[src/rtl/sympath_pkg.sv]
package sympath_pkg;

  typedef enum logic [1:0] {
    MODE_NORMAL  = 2'b00,
    MODE_FI_PORT = 2'b01,
    MODE_CU_PORT = 2'b10,
    MODE_MIXED   = 2'b11
  } pathMode_e;

  // strobes and selects handed from control to datapath
  typedef struct packed {
    logic cuTxLd;
    logic fiTxLd;
    logic cuRxLd;
    logic fiRxLd;
    logic cuRxLoop;
    logic fiRxLoop;
    logic cuTxFromPort;
    logic fiTxFromPort;
    logic scrOn;
    logic portLd;
    logic portFromFi;
  } pathCtl_t;

endpackage

[src/rtl/sympath_ctl.sv]
module sympath_ctl
  import sympath_pkg::*;
(
  input  logic      clk,
  input  logic      rstN,
  input  logic [1:0] modeSel,
  input  logic      loopCuIn,
  input  logic      loopFiIn,
  input  logic      bypassIn,
  input  logic      cuTxStb,
  input  logic      fiTxStb,
  input  logic      cuRxStb,
  input  logic      fiRxStb,
  output pathCtl_t  ctl,
  output pathMode_e cfgMode,
  output logic      txClkSel,
  output logic      rxClkSel
);

  logic loopCu, loopFi, bypass;
  logic cuRxEvt, fiRxEvt;
  logic portSelFi, portActive;
  logic portLdDly;

  // configuration follows the pins only while reset is held
  always_ff @(posedge clk) begin
    if (!rstN) begin
      cfgMode <= pathMode_e'(modeSel);
      loopCu  <= loopCuIn;
      loopFi  <= loopFiIn;
      bypass  <= bypassIn;
    end
  end

  // receive events: loopback makes the transmit slot feed the receive register
  assign cuRxEvt = loopCu ? cuTxStb : cuRxStb;
  assign fiRxEvt = loopFi ? fiTxStb : fiRxStb;

  always_comb begin
    portSelFi  = 1'b0;
    portActive = 1'b1;
    txClkSel   = 1'b0;
    rxClkSel   = 1'b0;
    unique case (cfgMode)
      MODE_NORMAL:  portActive = 1'b0;
      MODE_CU_PORT: portSelFi  = 1'b0;
      MODE_FI_PORT: begin
        portSelFi = 1'b1;
        txClkSel  = 1'b1;
        rxClkSel  = 1'b1;
      end
      MODE_MIXED: begin
        portSelFi = 1'b1;
        rxClkSel  = 1'b1;
      end
      default: portActive = 1'b0;
    endcase
  end

  // models the falling-edge update: output follows the receive load by one clock
  always_ff @(posedge clk) begin
    if (!rstN) portLdDly <= 1'b0;
    else       portLdDly <= portActive && (portSelFi ? fiRxEvt : cuRxEvt);
  end

  always_comb begin
    ctl.cuTxLd       = cuTxStb;
    ctl.fiTxLd       = fiTxStb;
    ctl.cuRxLd       = cuRxEvt;
    ctl.fiRxLd       = fiRxEvt;
    ctl.cuRxLoop     = loopCu;
    ctl.fiRxLoop     = loopFi;
    ctl.cuTxFromPort = (cfgMode == MODE_CU_PORT) || (cfgMode == MODE_MIXED);
    ctl.fiTxFromPort = (cfgMode == MODE_FI_PORT);
    ctl.scrOn        = !bypass;
    ctl.portLd       = portLdDly;
    ctl.portFromFi   = portSelFi;
  end

endmodule

[src/rtl/sympath_dp.sv]
module sympath_dp
  import sympath_pkg::*;
#(
  parameter int SymW = 5
) (
  input  logic            clk,
  input  logic            rstN,
  input  pathCtl_t        ctl,
  input  logic [SymW-1:0] portTxd,
  input  logic [SymW-1:0] cuRxSym,
  input  logic [SymW-1:0] fiRxSym,
  input  logic [SymW-1:0] cuTxKey,
  input  logic [SymW-1:0] cuRxKey,
  output logic [SymW-1:0] cuTxSym,
  output logic [SymW-1:0] fiTxSym,
  output logic [SymW-1:0] portRxd
);

  localparam logic [SymW-1:0] Zero = '0;

  logic [SymW-1:0] cuRxReg, fiRxReg;
  logic [SymW-1:0] cuTxSrc, fiTxSrc;
  logic [SymW-1:0] txMask, rxMask, cuRxPlain;

  assign cuTxSrc   = ctl.cuTxFromPort ? portTxd : fiRxReg;
  assign fiTxSrc   = ctl.fiTxFromPort ? portTxd : cuRxReg;
  assign txMask    = ctl.scrOn ? cuTxKey : Zero;
  assign rxMask    = ctl.scrOn ? cuRxKey : Zero;
  assign cuRxPlain = cuRxSym ^ rxMask;

  always_ff @(posedge clk) begin
    if (!rstN) begin
      cuTxSym <= Zero;
      fiTxSym <= Zero;
      cuRxReg <= Zero;
      fiRxReg <= Zero;
      portRxd <= Zero;
    end else begin
      if (ctl.cuTxLd) cuTxSym <= cuTxSrc ^ txMask;
      if (ctl.fiTxLd) fiTxSym <= fiTxSrc;
      if (ctl.cuRxLd) cuRxReg <= ctl.cuRxLoop ? cuTxSrc : cuRxPlain;
      if (ctl.fiRxLd) fiRxReg <= ctl.fiRxLoop ? fiTxSrc : fiRxSym;
      if (ctl.portLd) portRxd <= ctl.portFromFi ? fiRxReg : cuRxReg;
    end
  end

endmodule

[src/rtl/sym_path_mux.sv]
module sym_path_mux
  import sympath_pkg::*;
#(
  parameter int SymW = 5
) (
  input  logic            clk,
  input  logic            rstN,
  input  logic [1:0]      modeSel,
  input  logic            loopCuIn,
  input  logic            loopFiIn,
  input  logic            bypassIn,
  input  logic            cuTxStb,
  input  logic            fiTxStb,
  input  logic            cuRxStb,
  input  logic            fiRxStb,
  input  logic [SymW-1:0] portTxd,
  input  logic [SymW-1:0] cuRxSym,
  input  logic [SymW-1:0] fiRxSym,
  input  logic [SymW-1:0] cuTxKey,
  input  logic [SymW-1:0] cuRxKey,
  output logic [SymW-1:0] cuTxSym,
  output logic [SymW-1:0] fiTxSym,
  output logic [SymW-1:0] portRxd,
  output logic            txClkSel,
  output logic            rxClkSel
);

  pathCtl_t  ctl;
  pathMode_e cfgMode;

  sympath_ctl u_ctl (
    .clk(clk), .rstN(rstN), .modeSel(modeSel),
    .loopCuIn(loopCuIn), .loopFiIn(loopFiIn), .bypassIn(bypassIn),
    .cuTxStb(cuTxStb), .fiTxStb(fiTxStb), .cuRxStb(cuRxStb), .fiRxStb(fiRxStb),
    .ctl(ctl), .cfgMode(cfgMode), .txClkSel(txClkSel), .rxClkSel(rxClkSel)
  );

  sympath_dp #(.SymW(SymW)) u_dp (
    .clk(clk), .rstN(rstN), .ctl(ctl),
    .portTxd(portTxd), .cuRxSym(cuRxSym), .fiRxSym(fiRxSym),
    .cuTxKey(cuTxKey), .cuRxKey(cuRxKey),
    .cuTxSym(cuTxSym), .fiTxSym(fiTxSym), .portRxd(portRxd)
  );

endmodule

[config.mk]
export PLATFORM = sky130hd
export DESIGN_NAME = sym_path_mux
export DESIGN_NICKNAME = d
export VERILOG_FILES = /design/src/rtl/sympath_pkg.sv /design/src/rtl/sympath_ctl.sv /design/src/rtl/sympath_dp.sv /design/src/rtl/sym_path_mux.sv
export SDC_FILE = /design/constraint.sdc
export NUM_CORES = 1
export LEC_CHECK = 0
export ABC_CLOCK_PERIOD_IN_PS = 1200
export BUFFER_PORTS_ARGS = -buffer_cell sky130_fd_sc_hd__buf_2
export CAP_MARGIN = 20
export CORE_MARGIN = 2
export CORE_UTILIZATION = 45
export DETAILED_ROUTE_END_ITERATION = 8
export HOLD_SLACK_MARGIN = 0.03
export PLACE_DENSITY = 0.87
export SYNTH_ARGS = -nofsm -noshare
export SYNTH_HDL_FRONTEND = slang
export SYNTH_HIERARCHICAL = 1
export SYNTH_SLANG_ARGS = --single-unit
[constraint.sdc]
create_clock -name clk -period 1.2 [get_ports clk]
set_clock_uncertainty 0.05 [all_clocks]
set_input_delay 0.3 -clock clk [delete_from_list [all_inputs] [get_ports clk]]
set_output_delay 0.3 -clock clk [all_outputs]
set_load 0.05 [all_outputs]
### After elaboration in Yosys (flattened, before gate mapping)

Index checks and enable logic that the tools add are counted.

| word-level totals | value |
|---|---|
| ROM bits | 0 |
| memory bits (writable) | 0 |
| latch bits | 0 |
| register bits after elaboration | 31 |
| memories kept | 0 |

| operators by class | value |
|---|---|
| $add $sub $neg | 0 |
| div/mod/pow operators | 0 |
| bitwise gates (word level) | 2 |
| shifts and indexed selects | 0 |
| magnitude comparators | 0 |
| muxes and demuxes | 13 |
| $mul | 0 |
| equality and inequality tests | 3 |
| reduce and logical (&&, ||, !) cells | 4 |

Operators by type and width:

| operator | count |
|---|---|
| 5-bit 2-to-1 mux | 7 |
| 5-bit XOR | 2 |
| 1-bit 2-to-1 mux | 6 |
| 2-bit == test, second input constant | 2 |
| 2-bit by 1-bit == test with 1-bit output, second input constant | 1 |
| 2-bit zero test | 1 |
| 2-bit OR reduction | 1 |
| 1-bit logical AND | 1 |
| 1-bit logical OR | 1 |

### Logic depth before layout (Yosys ltp)

| logic depth | value |
|---|---|
| word-level depth | 5 |
| gate-level depth with buffers | 6 |
| mapped depth without buffers | 4 |

### By module

Netlist, hierarchy kept.

By module, submodules not included:

| module | area each (µm²) | instances | cells an instance |
|---|---|---|---|
| sympath_dp | 1,331.3 | 1 | 139 |
| sympath_ctl | 304.0 | 1 | 24 |

### Least setup slack after synthesis

Ideal clock, no wire load.

| path | value |
|---|---|
| kind | register to register |
| start point | reg u_ctl.cfgMode[1] |
| end point | reg u_dp.fiRxReg[3] |
| stages on the path, launching flop included | 6 |
| data required time | 1,032 ps |
| period minus slack after synthesis | 2,094 ps |
| path buffers | 1 |
| setup slack | -894 ps |
| arrival time | 1,926 ps |
| path through | edfxtp_1 -> nor2b_1 -> buf_4 -> mux2_2 -> mux2i_1 -> o21ai_1 |

RTL lines:

| element | RTL line | RTL |
|---|---|---|
| start, declared | sympath_ctl.sv:15 | `output pathMode_e cfgMode,` |
| start signal, assigned | sympath_ctl.sv:28 | `cfgMode <= pathMode_e'(modeSel);` |
| end signal, assigned | sympath_dp.sv:36 | `fiRxReg <= Zero;` |
| end signal, assigned | sympath_dp.sv:42 | `if (ctl.fiRxLd) fiRxReg <= ctl.fiRxLoop ? fiTxSrc : fiRxSym;` |
| end, declared | sympath_dp.sv:21 | `logic [SymW-1:0] cuRxReg, fiRxReg;` |

### Worst setup path after layout

| path | value |
|---|---|
| start point | reg u_ctl.cfgMode[1] |
| end point | out txClkSel |

| on the way | value |
|---|---|
| word-level cells in the longest chain between the ends | 2 |

Ends and longest elaborated chain:

| element | RTL line | RTL |
|---|---|---|
| 2-bit by 1-bit == test with 1-bit output | sympath_ctl.sv:44 | `unique case (cfgMode)` |
| 1-bit 2-to-1 mux | sympath_ctl.sv:44 |  |
| end, declared | sym_path_mux.sv:24 | `output logic txClkSel,` |

Every way passes these cells.

==> impl_metrics.csv <==
group,metric,value,unit
sta,hold_viol_final,0,
setup_path,crit_path_end,"txClkSel",
sta,max_freq,688,MHz
finish,stdcell_area,0.00231,mm2
logic_synthesis,syn_nets,199,
setup_path,crit_buf_inv,1,
finish,area_delta_synth_final,41.3,%
logic_synthesis,ys_ff_latch,31,
place,dp.cells,249,
sta,worst_pin_slew,0.290,ns
sta,slew_viol_final,0,
cts,clockBufferDepth,2,
setup_path,worst-setup-path-type,"reg -> out",
setup_path,critical_path.max_stage_delay,0.44,ns
drt,wl,3760,um
cts,ctsHtreeMaxLevel,2,
setup_path,rrSetupSlack,-0.25,ns
global_route,grt_pass1_wl,6050,um
logic_synthesis,netlist_top_cells_area,"dfxtp_1 32%, edfxtp_1 9.2%, mux2i_1 8.6%, nand3b_1 6.9%, mux2i_2 4.2%",
die,die_w,64.3,um
die,die_area,0.00413,mm2
die,io_pins,53,
drt,drt_first_pass_iters,4,
setup_path,cp-startpoint,"u_ctl/cfgMode[1]",
drt,routed_via_density,5.30,
finish,drive_gt1_frac,0.502,
sta,setup_viol,24,
place,port_buffers,52,
place,place_congestion,0.822,
finish,antennaDiodeCount,0,
setup_path,path_cells,"nor2b_4 -> buf_6",
drt,vias,1394,
worst_hold_path,hp-class,"in -> reg",
place,place_hpwl,2660,um
power_and_ir_drop,power,2.81,mW
setup_path,reg2reg_depth,5,
global_route,grt_pass1_vias,1267,
sta,rsz0062_at_grt,"true",
logic_synthesis,ys_seq_area_frac,0.410,
drt,first_iter_violations,35,
logic_synthesis,synth_ff_type,"dfxtp_1",
die,fp.dieH,64.3,um
logic_synthesis,synthCells,163,
drt,drc,0,
global_route,antenna_found_initial,0,
sta,finalCritPeriodShare,1.21,
logic_synthesis,synth_most_common_cell,"dfxtp_1",
drt,ant_nets,0,
finish,multi_input_area,941,um2
setup_path,reg2reg_from,"u_ctl/cfgMode[1]",
cts,clk_pin_slew,0.10,ns
cts,root_buffer,"clkbuf_4",
setup_path,worstPathRequired,0.85,ns
setup_path,cp_top_family,"flip-flops",
setup_path,r2r-end,"u_dp/fiRxReg[1]",
cts,ctsHoldBuffers,0,
global_route,grt_max_degree,16,
cts,clock_latency,0.34,ns
power_and_ir_drop,power_density,1210,mW/mm2
place,place_area,0.00192,mm2
logic_synthesis,syn_area,0.00164,mm2
cts,cts.sinks,31,
sta,finalCriticalPeriod,1.45,ns
finish,nets,252,
sta,finalWorstSetupSlack,-0.253,ns
setup_path,cp-start-kind,"flip-flop",
logic_synthesis,yosys.cell_types.count,27,
power_and_ir_drop,vdd_drop_max,0.000762,V
logic_synthesis,ys_async_sr_fraction,0,
finish,fill_cells,249,
cts,cts_tree,"done",
die,floorplan.initialDensity,0.479,
setup_path,critPathCaptureType,"primary output",
power_and_ir_drop,leakage,1.06,nW
finish,fin_cells,263,
logic_synthesis,synth_edf_count,5,
logic_synthesis,synth_top_cell_by_area,"dfxtp_1",
global_route,grt_overflow,0,
logic_synthesis,synth.yosys.warnings,6,
drt,wl_per_cell,14.3,um
setup_path,worst-path-stages,2,
finish,seq_area,689,um2
die,core_area,0.00342,mm2
setup_path,arrival,1.10,ns
cts,cts_buffers,5,
logic_synthesis,yosysTopAreaCellShare,0.318,
logic_synthesis,ys_top_cells_by_count,"26 x dfxtp_1, 15 x nand2_1, 15 x nand3b_1, 14 x mux2i_1, 11 x o21ai_1",
global_route,grt_usage,0.190,
setup_path,cp_max_fo,2,
die,rows,21,
sta,slew_headroom,0.807,
setup_path,slowest_stage,"edfxtp_1",
outcome,violations,"setup timing",
job,cap_violations,0,
outcome,status,"complete, but fails checks",
logic_synthesis,synth_area_per_cell,10.0,um2
## sequential cells by signal, summed over array words and instances (netlist names)
signal / flops
u_ctl/loopCu: 1
u_dp/cuTxSym: 5
u_dp/cuRxReg: 5
u_dp/fiTxSym: 5
u_ctl/bypass: 1
u_dp/portRxd: 5
u_ctl/portLdDly: 1
u_ctl/cfgMode: 2
u_ctl/loopFi: 1
u_dp/fiRxReg: 5
## logic make-up (layout without fill, tap and decap cells)
family	after synthesis	count (layout)	share of synthesized area
flops	31	31	0.410
simple gates	47	47	0.172
xor+xnor	5	5	0.0268
buf+inv	23	77	0.0819
mux	25	25	0.171
compound gates	32	32	0.138
## worst register-to-register path: cells and delay by family (launching register included)
family / cells / cell delay, ns
buf+inv: 1 / 0.15
simple gates: 1 / 0.16
mux: 2 / 0.46
compound gates: 1 / 0.08
flops: 1 / 0.44
## layer usage
layer  routed length [um]  up-vias  global-route usage
li1                     -      676                   -
met1                 1570      653               0.230
met2                 1880       56               0.319
met3                  234        9              0.0599
met4                   78        0              0.0638
met5                    0        -                   0
## worst min path at each step
stage,endpoint,startpoint,slack [ns],cells after the start
finish,u_ctl/loopCu,loopCuIn,0.08,1
detailed placement,u_dp/cuTxSym[3],u_dp/cuTxSym[3],0.42,2
floorplan,u_ctl/bypass,bypassIn,0.35,0
CTS,u_ctl/bypass,bypassIn,0.07,1
global route,u_ctl/bypass,bypassIn,0.06,1
global placement,u_dp/cuTxSym[0],u_dp/cuTxSym[0],0.41,2
## layout by cell type, fill, tap and decap left out, drive strengths merged
cell,n
nor3,5
and3b,6
a32o,1
dfxtp,26
buf,67
nand2,15
nor2b,5
inv,3
a21boi,5
o211a,6
edfxtp,5
nand3b,15
mux2,6
xnor2,5
a21o,5
nor2,1
o21ai,14
mux2i,19
a211o,1
clkbuf,7
## area by class of cell
type,count,area share
clock buffer,7,0.0282
clock inverter,1,0.00271
inverter,2,0.00325
multi-input combinational,109,0.407
timing repair buffer,67,0.236
sequential,31,0.298
tap,46,0.0249
## metrics by stage
step | setup TNS, ns | worst slack [ns] | util | hold slack (ns)
CTS | -3.18 | -0.237 | 0.639 | 0.0744
global route | -5.69 | -0.310 | 0.677 | 0.0607
finish | -3.86 | -0.253 | 0.677 | 0.0848
detailed placement | -2.12 | -0.192 | 0.561 | 0.416
global placement | -1.57 | -0.144 | 0.561 | 0.414
floorplan | -4.21 | -0.375 | - | 0.349
## timing repair
item / CTS / global route
resized for setup: 58 / 21
pin swaps: 0 / 5
buffers inserted: 5 / 2
endpoints found under the setup margin: 37 / 43
## power by group
| group | internal (mW) | switching (mW) |
|---|---|---|
| Clock | 0.344 | 0.380 |
| Sequential | 1.15 | 0.0914 |
| Combinational | 0.420 | 0.416 |
(Power assumes the default switching activity.)
